**src/rtl/uart_rx_pkg.sv**
```systemverilog
package uart_rx_pkg;
  localparam int CHAR_W = 8;
  localparam int DIV_W  = 8;

  localparam logic [1:0] ADDR_CTRL = 2'd0;
  localparam logic [1:0] ADDR_CFG  = 2'd1;
  localparam logic [1:0] ADDR_STAT = 2'd2;
  localparam logic [1:0] ADDR_POP  = 2'd3;

  typedef enum logic [1:0] {PAR_EVEN, PAR_ODD, PAR_MARK, PAR_SPACE} par_mode_e;

  typedef struct packed {
    logic      rts;
    par_mode_e par_mode;
    logic      par_en;
    logic      len8;
    logic      en;
  } rx_ctrl_t;

  typedef struct packed {
    logic              ovr;
    logic              pe;
    logic              fe;
    logic              dav;
    logic [CHAR_W-1:0] data;
  } rx_stat_t;

  typedef enum logic [2:0] {ST_IDLE, ST_START, ST_DATA, ST_PAR, ST_STOP} rx_state_e;
endpackage

```
**src/rtl/rx_tick_gen.sv**
```systemverilog
module rx_tick_gen import uart_rx_pkg::*; (
  input  logic             clk_i,
  input  logic             rst_ni,
  input  logic             run_i,
  input  logic [DIV_W-1:0] div_i,
  output logic             tick_o
);
  logic [DIV_W-1:0] cnt_q;

  assign tick_o = run_i && (cnt_q == div_i);

  always_ff @(posedge clk_i or negedge rst_ni) begin
    if (!rst_ni)     cnt_q <= '0;
    else if (!run_i) cnt_q <= '0;
    else if (tick_o) cnt_q <= '0;
    else             cnt_q <= cnt_q + 1'b1;
  end

  p_tick_gap_r2: assert property (@(posedge clk_i) disable iff (!rst_ni)
    (tick_o && div_i != '0) |=> (!tick_o || div_i == '0));
endmodule

```
**src/rtl/rx_frame.sv**
```systemverilog
module rx_frame import uart_rx_pkg::*; #(
  parameter int OSR         = 8,
  parameter int SYNC_STAGES = 2
) (
  input  logic              clk_i,
  input  logic              rst_ni,
  input  logic              en_i,
  input  logic              len8_i,
  input  logic              par_en_i,
  input  par_mode_e         par_mode_i,
  input  logic              tick_i,
  input  logic              rxd_i,
  output logic              done_o,
  output logic [CHAR_W-1:0] data_o,
  output logic              fe_o,
  output logic              pe_o
);
  localparam int PH_W = $clog2(OSR);
  localparam logic [PH_W-1:0] SMP_A   = PH_W'(OSR/2 - 1);
  localparam logic [PH_W-1:0] SMP_B   = PH_W'(OSR/2);
  localparam logic [PH_W-1:0] SMP_C   = PH_W'(OSR/2 + 1);
  localparam logic [PH_W-1:0] PH_LAST = PH_W'(OSR - 1);
  localparam int CNT_W = $clog2(CHAR_W);

  logic [SYNC_STAGES-1:0] sync_q;
  logic                   rxd_s;
  rx_state_e              state_q;
  logic [PH_W-1:0]        phase_q;
  logic [CNT_W-1:0]       bit_cnt_q;
  logic [CHAR_W-1:0]      shreg_q;
  logic                   s_a_q, s_b_q, par_q, armed_q;
  logic                   vote, exp_par;
  logic [CHAR_W-1:0]      aligned;
  logic [CNT_W-1:0]       last_idx;

  always_ff @(posedge clk_i or negedge rst_ni) begin
    if (!rst_ni) sync_q <= '1;
    else         sync_q <= {sync_q[SYNC_STAGES-2:0], rxd_i};
  end
  assign rxd_s = sync_q[SYNC_STAGES-1];

  assign vote     = (s_a_q & s_b_q) | (s_a_q & rxd_s) | (s_b_q & rxd_s);
  assign aligned  = len8_i ? shreg_q : {1'b0, shreg_q[CHAR_W-1:1]};
  assign last_idx = len8_i ? CNT_W'(CHAR_W - 1) : CNT_W'(CHAR_W - 2);

  always_comb begin
    case (par_mode_i)
      PAR_EVEN: exp_par = ^aligned;
      PAR_ODD:  exp_par = ~^aligned;
      PAR_MARK: exp_par = 1'b1;
      default:  exp_par = 1'b0;
    endcase
  end

  always_ff @(posedge clk_i or negedge rst_ni) begin
    if (!rst_ni) begin
      state_q   <= ST_IDLE;
      phase_q   <= '0;
      bit_cnt_q <= '0;
      shreg_q   <= '0;
      s_a_q     <= 1'b1;
      s_b_q     <= 1'b1;
      par_q     <= 1'b0;
      armed_q   <= 1'b0;
      done_o    <= 1'b0;
      data_o    <= '0;
      fe_o      <= 1'b0;
      pe_o      <= 1'b0;
    end else begin
      done_o <= 1'b0;
      if (!en_i) begin
        state_q <= ST_IDLE;
        phase_q <= '0;
        armed_q <= 1'b0;
      end else if (tick_i) begin
        if (state_q == ST_IDLE) begin
          if (rxd_s) armed_q <= 1'b1;
          else if (armed_q) begin
            state_q <= ST_START;
            phase_q <= PH_W'(1);
          end
        end else begin
          phase_q <= (phase_q == PH_LAST) ? '0 : phase_q + 1'b1;
          if (phase_q == SMP_A) s_a_q <= rxd_s;
          if (phase_q == SMP_B) s_b_q <= rxd_s;
          if (phase_q == SMP_C) begin
            case (state_q)
              ST_START: begin
                if (vote) state_q <= ST_IDLE;  // glitch
                else begin
                  state_q   <= ST_DATA;
                  bit_cnt_q <= '0;
                end
              end
              ST_DATA: begin
                shreg_q   <= {vote, shreg_q[CHAR_W-1:1]};
                bit_cnt_q <= bit_cnt_q + 1'b1;
                if (bit_cnt_q == last_idx) state_q <= par_en_i ? ST_PAR : ST_STOP;
              end
              ST_PAR: begin
                par_q   <= vote;
                state_q <= ST_STOP;
              end
              ST_STOP: begin
                done_o  <= 1'b1;
                data_o  <= aligned;
                fe_o    <= !vote;
                pe_o    <= par_en_i && (par_q != exp_par);
                armed_q <= vote;  // after a break wait for idle high
                state_q <= ST_IDLE;
              end
              default: state_q <= ST_IDLE;
            endcase
          end
        end
      end
    end
  end

  p_no_capture_off_r10: assert property (@(posedge clk_i) disable iff (!rst_ni)
    !en_i |=> !done_o);
  p_start_on_tick_r3: assert property (@(posedge clk_i) disable iff (!rst_ni)
    (state_q == ST_START && $past(state_q) == ST_IDLE) |-> $past(tick_i));
endmodule

```
**src/rtl/rx_regs.sv**
```systemverilog
module rx_regs import uart_rx_pkg::*; #(
  parameter int DW = 16
) (
  input  logic              clk_i,
  input  logic              rst_ni,
  input  logic              wr_en_i,
  input  logic              rd_en_i,
  input  logic [1:0]        addr_i,
  input  logic [DW-1:0]     wdata_i,
  input  logic              done_i,
  input  logic [CHAR_W-1:0] cdata_i,
  input  logic              cfe_i,
  input  logic              cpe_i,
  output rx_ctrl_t          ctrl_o,
  output logic [DIV_W-1:0]  div_o,
  output logic [DW-1:0]     rdata_o,
  output logic              dav_o,
  output logic              xoff_match_o
);
  localparam int CTRL_W = $bits(rx_ctrl_t);
  localparam int STAT_W = $bits(rx_stat_t);

  rx_ctrl_t          ctrl_q;
  logic [DIV_W-1:0]  div_q;
  logic [CHAR_W-1:0] xoff_q;
  rx_stat_t          stat_q;
  logic              ack;

  assign ack = (wr_en_i && addr_i == ADDR_STAT && wdata_i[0]) ||
               (rd_en_i && addr_i == ADDR_POP);

  always_ff @(posedge clk_i or negedge rst_ni) begin
    if (!rst_ni) begin
      ctrl_q <= '0;
      div_q  <= '0;
      xoff_q <= '0;
    end else if (wr_en_i) begin
      if (addr_i == ADDR_CTRL) ctrl_q <= rx_ctrl_t'(wdata_i[CTRL_W-1:0]);
      if (addr_i == ADDR_CFG) begin
        div_q  <= wdata_i[DIV_W-1:0];
        xoff_q <= wdata_i[DIV_W +: CHAR_W];
      end
    end
  end

  always_ff @(posedge clk_i or negedge rst_ni) begin
    if (!rst_ni) begin
      stat_q       <= '0;
      xoff_match_o <= 1'b0;
    end else begin
      xoff_match_o <= done_i && !cfe_i && !cpe_i && (cdata_i == xoff_q);
      if (done_i) begin
        stat_q.data <= cdata_i;
        stat_q.fe   <= cfe_i;
        stat_q.pe   <= cpe_i;
        stat_q.ovr  <= stat_q.dav && !ack;
        stat_q.dav  <= 1'b1;
      end else if (ack) begin
        stat_q.dav <= 1'b0;
        stat_q.fe  <= 1'b0;
        stat_q.pe  <= 1'b0;
        stat_q.ovr <= 1'b0;
      end
    end
  end

  always_comb begin
    rdata_o = '0;
    case (addr_i)
      ADDR_CTRL: rdata_o[CTRL_W-1:0] = ctrl_q;
      ADDR_CFG:  rdata_o[DIV_W+CHAR_W-1:0] = {xoff_q, div_q};
      default:   rdata_o[STAT_W-1:0] = stat_q;
    endcase
  end

  assign ctrl_o = ctrl_q;
  assign div_o  = div_q;
  assign dav_o  = stat_q.dav;

  p_dav_on_done_r7: assert property (@(posedge clk_i) disable iff (!rst_ni)
    done_i |=> dav_o);
  p_ack_clears_r7: assert property (@(posedge clk_i) disable iff (!rst_ni)
    (ack && !done_i) |=> !dav_o);
  p_ovr_set_r8: assert property (@(posedge clk_i) disable iff (!rst_ni)
    (done_i && dav_o && !ack) |=> stat_q.ovr);
  p_keep_new_r9: assert property (@(posedge clk_i) disable iff (!rst_ni)
    (done_i && ack) |=> (dav_o && !stat_q.ovr));
  p_xoff_after_done_r12: assert property (@(posedge clk_i) disable iff (!rst_ni)
    xoff_match_o |-> $past(done_i));
endmodule

```
**src/rtl/uart_rx_major.sv**
```systemverilog
module uart_rx_major import uart_rx_pkg::*; #(
  parameter int DW          = 16,
  parameter int OSR         = 8,
  parameter int SYNC_STAGES = 2
) (
  input  logic          clk_i,
  input  logic          rst_ni,
  input  logic          rxd_i,
  input  logic          wr_en_i,
  input  logic          rd_en_i,
  input  logic [1:0]    addr_i,
  input  logic [DW-1:0] wdata_i,
  output logic [DW-1:0] rdata_o,
  output logic          dav_o,
  output logic          rts_no,
  output logic          xoff_match_o
);
  rx_ctrl_t          ctrl;
  logic [DIV_W-1:0]  div;
  logic              tick, done, cfe, cpe;
  logic [CHAR_W-1:0] cdata;

  rx_regs #(.DW(DW)) u_regs (
    .clk_i, .rst_ni, .wr_en_i, .rd_en_i, .addr_i, .wdata_i,
    .done_i(done), .cdata_i(cdata), .cfe_i(cfe), .cpe_i(cpe),
    .ctrl_o(ctrl), .div_o(div), .rdata_o, .dav_o, .xoff_match_o
  );

  rx_tick_gen u_tick (
    .clk_i, .rst_ni, .run_i(ctrl.en), .div_i(div), .tick_o(tick)
  );

  rx_frame #(.OSR(OSR), .SYNC_STAGES(SYNC_STAGES)) u_frame (
    .clk_i, .rst_ni, .en_i(ctrl.en), .len8_i(ctrl.len8), .par_en_i(ctrl.par_en),
    .par_mode_i(ctrl.par_mode), .tick_i(tick), .rxd_i,
    .done_o(done), .data_o(cdata), .fe_o(cfe), .pe_o(cpe)
  );

  assign rts_no = ~ctrl.rts;
endmodule

```
**config.mk**
```make
export PLATFORM = sky130hd
export DESIGN_NAME = uart_rx_major
export DESIGN_NICKNAME = d
export VERILOG_FILES = /design/src/rtl/uart_rx_pkg.sv /design/src/rtl/rx_tick_gen.sv /design/src/rtl/rx_frame.sv /design/src/rtl/rx_regs.sv /design/src/rtl/uart_rx_major.sv
export SDC_FILE = /design/constraint.sdc
export NUM_CORES = 1
export LEC_CHECK = 0
export CORE_MARGIN = 4
export CORE_UTILIZATION = 60
export DETAILED_ROUTE_END_ITERATION = 8
export PLACE_DENSITY = 0.84
export SYNTH_ARGS = -nofsm -noshare
export SYNTH_HDL_FRONTEND = slang
export SYNTH_HIERARCHICAL = 1
export SYNTH_SLANG_ARGS = --single-unit
```
**constraint.sdc**
```tcl
create_clock -name clk_i -period 7.65 [get_ports clk_i]
set_clock_uncertainty 0.2 [all_clocks]
set_input_delay 0.765 -clock clk_i [delete_from_list [all_inputs] [get_ports clk_i]]
set_output_delay 0.765 -clock clk_i [all_outputs]
set_load 0.02 [all_outputs]
```
==> results of run 1 <==
-- sequential cells by signal, indices dropped and copies added (netlist names), 3 cells and up --
signal             count
u_frame/shreg_q        8
u_frame/data_o         8
u_frame/phase_q        3
u_regs/stat_q         11
u_tick/cnt_q           8
u_frame/state_q        3
u_frame/bit_cnt_q      3
u_regs/ctrl_o          6
u_regs/div_o           8
u_regs/xoff_q          8
-- layer usage --
metal	vias up	wire, um	part of all wire
met4	0	108	0.014
met5	-	0	0
met1	1330	3290	0.43
met2	76	3780	0.49
li1	1267	-	-
met3	11	534	0.069
-- worst max-delay path, stage by stage --
cell             delay, ps
clkdlybuf4s50_1        810
and2b_4                540
a22o_1                 150
clkdlybuf4s50_1        620
-- stage by stage --
step | instance area [um^2] | hold WS [ps] | utilization
after floorplan | 3930 | 145 | -
after global placement | 4360 | 146 | 0.687
after detailed placement | 4360 | 149 | 0.687
after CTS | 4580 | 161 | 0.722
after global routing | 4580 | 170 | 0.722
final | 4580 | 159 | 0.722
-- where the power goes --
group | internal [mW] | switching [mW] | total (mW)
clock | 0.185 | 0.155 | 0.341
sequential | 0.440 | 0.0518 | 0.491
combinational | 0.0969 | 0.0922 | 0.189
-- synth_stat cells (all sizes together) (2+ instances only) --
library cell and count:
a211oi 5, a21boi 4, a21oi 2, a221oi 3
a22o 6, and2 5, and3 4, buf 6
clkbuf 5, dfrtp 73, dfstp 4, ha 7
inv 13, mux2 42, mux2i 15, nand2 34
nand2b 3, nand3 12, nand3b 2, nand4 3
nor2 7, nor3 3, nor4 3, o211ai 3
o21ai 25, o22ai 2, or3 5, xnor2 16
xor2 11
-- final timing paths --
check,from,endpoint,slack (ps),depth (start not counted)
worst max-delay path,addr_i[1],rdata_o[10],3800,4
worst min-delay path,u_frame/sync_q[0],u_frame/sync_q[1],160,0
worst max register to register,u_regs/div_o[6],u_frame/pe_o,3860,7
worst min register to register,u_frame/sync_q[0],u_frame/sync_q[1],160,0
max in group asynchronous,rst_ni,u_frame/pe_o,6280,1
min in group asynchronous,rst_ni,u_regs/xoff_q[3],340,1
-- cells by family after synthesis --
family | count (synthesis)
AOI/OAI and AO/OA | 54
xor gates and xnor gates | 28
adders and majority gates | 8
buffers and inverters | 24
DFF | 77
muxes | 57
and+or+nand+nor | 87
-- cell usage in the layout, fill, tap and decap left out, drive strengths merged, types with 11 or more instances in the layout --
cell type	Yosys	routed
xnor2	16	16
mux2	42	42
nand2	34	34
xor2	11	11
o21ai	25	25
mux2i	15	15
clkdlybuf4s50	0	40
inv	13	15
dfrtp	73	73
nand3	12	12
-- cell type report --
| type | instances | area, um^2 | share of cell area |
|---|---|---|---|
| clock buffer | 9 | 124 | 0.0270 |
| clock inverter | 7 | 97.6 | 0.0213 |
| inverter | 13 | 48.8 | 0.0106 |
| multi-input combinational | 234 | 1880 | 0.410 |
| sequential | 77 | 1930 | 0.421 |
| tap | 77 | 96.3 | 0.0210 |
| timing repair buffer | 41 | 408 | 0.0890 |
==> flow_metrics.py, run 1 <==
metrics = {
    "finish": {
        "drive_gt1_frac": 0.202,
        "fin_cells": 458,
        "area_delta_synth_final_pct": 16.7,
        "nets": 406,
        "fillers": 427,
        "insertedDiodeCount": 0,
    },
    "synth": {
        "synth_area_leaders": "dfrtp_1, mux2_2, mux2_4",
        "yosys.area_share.xor_xnor": 0.0698,
        "synth_cell_type_count": 56,
        "ys_ff_latch": 77,
        "synth_edf_count": 0,
        "synth_top_flop_cell": "dfrtp_1",
        "async_flop_share": 1.00,
        "yosysTopAreaCellShare": 0.465,
        "synth_compound_area_frac": 0.0921,
        "yosys_warnings": 6,
        "syn-mean-instance-area_um2": 11.7,
        "yosys.area.top_type": "dfrtp_1",
        "yosys.area_share.adder": 0.0248,
        "syn_area_um2": 3930,
        "synth_top_family_by_area": "multiplexers",
        "synth-simple-area-share": 0.123,
        "synth_mux_area_frac": 0.168,
        "synth-seq-area-share": 0.492,
        "synth_nets": 365,
        "syn_inst": 335,
    },
    "setup_path": {
        "arrival_ps": 2890,
        "required_ps": 6680,
        "cp-start-kind": "primary input",
        "worstSetupPathType": "primary input to output pin",
        "path_max_fanout": 21,
        "end_kind": "output pin",
    },
    "clock_tree": {
        "clock-root-buffer": "clkbuf_8",
        "numCtsBuffers": 9,
        "cts_resized": 0,
        "postCtsHoldBufs": 0,
        "clk_latency_ps": 350,
        "cts_tree": "yes",
        "cts_max_path_buffers": 2,
        "clock_sinks": 77,
        "cts_setup_buffers": 0,
        "htreeDepth": 3,
        "clk_pin_slew_worst_paths_ps": 80,
    },
    "sta": {
        "worst_slack_ps": 3800,
        "finalCriticalPeriod_ps": 3850,
        "drv_slew": 0,
        "setup_viol": 0,
        "relSlewSlack": 0.373,
        "worst_pin_slew_ps": 941,
        "tns_ps": 0,
        "rsz0062_at_grt": "false",
        "fin_crit_sh": 0.504,
        "hold_viol": 0,
        "fmaxAchievable_mhz": 259,
    },
    "grt": {
        "grt_pass1_wl_um": 12600,
        "top_usage_layer": "met2",
        "first_global_vias": 2582,
        "grtUsageMet1": 0.279,
        "grt_max_degree": 78,
        "grtUsageMet2": 0.340,
        "grt_usage": 0.212,
        "antenna_found_initial": 0,
        "grt_overflow": 0,
        "met3_usage": 0.0516,
    },
    "power": {
        "leakage_nw": 2.03,
        "peakVddDrop_v": 0.000156,
        "total_power_mw": 1.02,
        "power_density_nw_per_um2": 223,
    },
    "floorplan": {
        "start_util": 0.619,
        "die_y_um": 88.9,
        "row_count": 29,
        "io_pins": 42,
        "die-area_um2": 7900,
        "die_w_um": 88.9,
        "core_area_um2": 6350,
    },
    "route": {
        "viasPerCell": 5.86,
        "dr.first_iter.drc_count": 165,
        "wirelength_um": 7720,
        "drcViolationCount": 0,
        "ant_nets": 0,
        "vias": 2684,
        "wl_per_cell_um": 16.9,
        "dr.pass1.iters": 6,
    },
    "placement": {
        "place_hpwl_um": 5430,
        "gp_congestion": 0.797,
        "dp_cells": 442,
        "dpl_worst_slack_ps": 3790,
        "io_buffers": 41,
    },
    "hold_path": {
        "hp-class": "flip-flop to flip-flop",
    },
    "status": {
        "run_status": "finished, final reports clean",
    },
    "job": {
        "cap_violations": 0,
    },
}
Power figures use the tool's default switching activity.
==> run 2, diff against run 1 <==
- CORE_UTILIZATION: 60 -> 57
- PLACE_DENSITY: 0.84 -> 0.8
- clock period: 7.65 -> 3.7 ns (I/O delays scaled with it)
==> run 2 against run 1 <==
Critical path depth grew 5. Routed wire length grew 2.0%. Largest cell class unchanged. Die area grew 4.8%. Power grew 97%. Global-route usage shrank 1.1 points. Highest routed layer unchanged.
==> flow_metrics.py, run 2 (synthesis gave the netlist of run 1 again) <==
metrics = {
    "status": {
        "run_status": "finished, final reports clean",
    },
    "sta": {
        "worst_pin_slew_ps": 929,
        "finalCriticalPeriod_ps": 2920,
        "relSlewSlack": 0.380,
        "drv_slew": 0,
        "worst_slack_ps": 779,
        "setup_viol": 0,
        "hold_viol": 0,
        "rsz0062_at_grt": "false",
        "tns_ps": 0,
        "finalHoldWorstSlack_ps": 157,
        "fin_crit_sh": 0.790,
        "fmaxAchievable_mhz": 342,
    },
    "route": {
        "dr.pass1.iters": 4,
        "dr.first_iter.drc_count": 140,
        "wl_per_cell_um": 17.1,
        "wirelength_um": 7870,
        "drcViolationCount": 0,
        "viasPerCell": 5.69,
        "vias": 2622,
        "ant_nets": 0,
    },
    "placement": {
        "gp_congestion": 0.813,
        "place_hpwl_um": 5560,
        "io_buffers": 41,
        "dpl_worst_slack_ps": 853,
        "dp_cells": 446,
    },
    "finish": {
        "fillers": 478,
        "final_util": 0.702,
        "final_common_cell": "dfrtp_1",
        "fin_cells": 461,
        "area_delta_synth_final_pct": 16.7,
        "area.sequential_um2": 1930,
        "multi_input_area_um2": 1880,
        "insertedDiodeCount": 0,
        "largest-register": "u_regs/stat_q",
        "drive_gt1_frac": 0.203,
        "final_cell_mix": "dfrtp_1, clkdlybuf4s50_1, nand2_1",
        "largest_reg_flops": 11,
        "nets": 411,
    },
    "setup_path": {
        "worstSetupPathType": "flip-flop to flip-flop",
        "critPathLaunch": "u_tick/cnt_q[0]",
        "critPathBufInv": 2,
        "crit_slowest_cell": "or4_4",
        "path_cells": "xor2_1 > nor4_2 > buf_4 > and3_1 > and3_1 > nand4_1 > buf_4 > or4_4 > o211ai_2",
        "end_kind": "flip-flop",
        "path_max_fanout": 22,
        "arrival_ps": 2990,
        "cp-start-kind": "flip-flop",
        "crit_cells": 9,
        "regToRegStartpoint": "u_tick/cnt_q[0]",
        "critical_path.top_delay_family": "simple AND/OR/NAND/NOR gates",
        "slowest_delay_ps": 520,
        "required_ps": 3760,
        "r2r_cells": 9,
    },
    "grt": {
        "grt_overflow": 0,
        "grt_max_degree": 78,
        "grt_pass1_wl_um": 13300,
        "first_global_vias": 2656,
        "grt_usage": 0.201,
        "antenna_found_initial": 0,
    },
    "job": {
        "cap_violations": 0,
    },
    "clock_tree": {
        "cts_tree": "yes",
        "numCtsBuffers": 9,
        "cts_max_path_buffers": 2,
        "clk_pin_slew_worst_paths_ps": 80,
        "clk_latency_ps": 350,
        "clock-root-buffer": "clkbuf_8",
        "htreeDepth": 3,
        "clock_sinks": 77,
        "cts_setup_buffers": 0,
    },
    "floorplan": {
        "io_pins": 42,
        "die_w_um": 91.0,
        "die-area_um2": 8280,
        "start_util": 0.601,
        "die_y_um": 91.0,
        "row_count": 29,
        "core_area_um2": 6530,
    },
    "power": {
        "power_density_nw_per_um2": 439,
        "peakVddDrop_v": 0.000364,
        "leakage_nw": 2.03,
    },
    "hold_path": {
        "min-delay-start": "u_frame/sync_q[0]",
        "hp-class": "flip-flop to flip-flop",
        "holdPathStages": 0,
    },
}
==> run 2: cell count changes in the layout (fill, tap and decap cells not counted) <==
cell           delta
clkbuf_1          +1
bufinv_16         -1
clkinvlp_4        -1
inv_6             -2
buf_4             +4
dlygate4sd3_1     +1
clkinv_4          +1
==> run 2: path summary, 6_finish.rpt <==
path	end	slack [ps]
worst max-delay path	u_frame/pe_o	780
worst min-delay path	u_frame/sync_q[1]	160
worst max register to register	u_frame/pe_o	780
worst min register to register	u_frame/sync_q[1]	160
max in group asynchronous	u_frame/state_q[2]	2180
min in group asynchronous	u_regs/xoff_q[0]	530
==> run 2: worst register-to-register path, stage by stage, from the launching register on <==
cell	delay, ps
dfrtp_1	480
xor2_1	200
nor4_2	220
buf_4	210
and3_1	320
and3_1	270
nand4_1	120
buf_4	220
or4_4	520
o211ai_2	80
==> run 2: repair_timing <==
item | 4_1_cts | 5_1_grt
endpoints found under the hold margin | 24 | 0
hold buffers | 1 | 0
resized for setup | 0 | 0
==> run 2: layer usage <==
metal	track usage	wire (um)	vias up
met5	0	0	-
li1	-	-	1283
met4	0.0829	135	0
met2	0.315	3750	51
met3	0.0314	296	12
met1	0.280	3690	1276
==> run 2: report_power, final <==
group / internal (mW) / switching [mW]
registers: 0.909 / 0.112
logic: 0.206 / 0.190
clock network: 0.304 / 0.290
total: 1.42 / 0.592
==> run 2: final cells by class <==
class / instances / area share
clock inverter: 4 / 0.0112
tap: 77 / 0.0210
clock buffer: 10 / 0.0279
sequential: 77 / 0.422
timing repair buffer: 46 / 0.0978
inverter: 13 / 0.0106
multi-input combinational: 234 / 0.410
==> run 2: per-stage QoR <==
stage               area [um^2]  total power [mW]
global route               4580              2.12
detailed placement         4390              1.43
CTS                        4580              2.03
finish                     4580              2.01
global placement           4390              1.42
floorplan                  3930              1.28
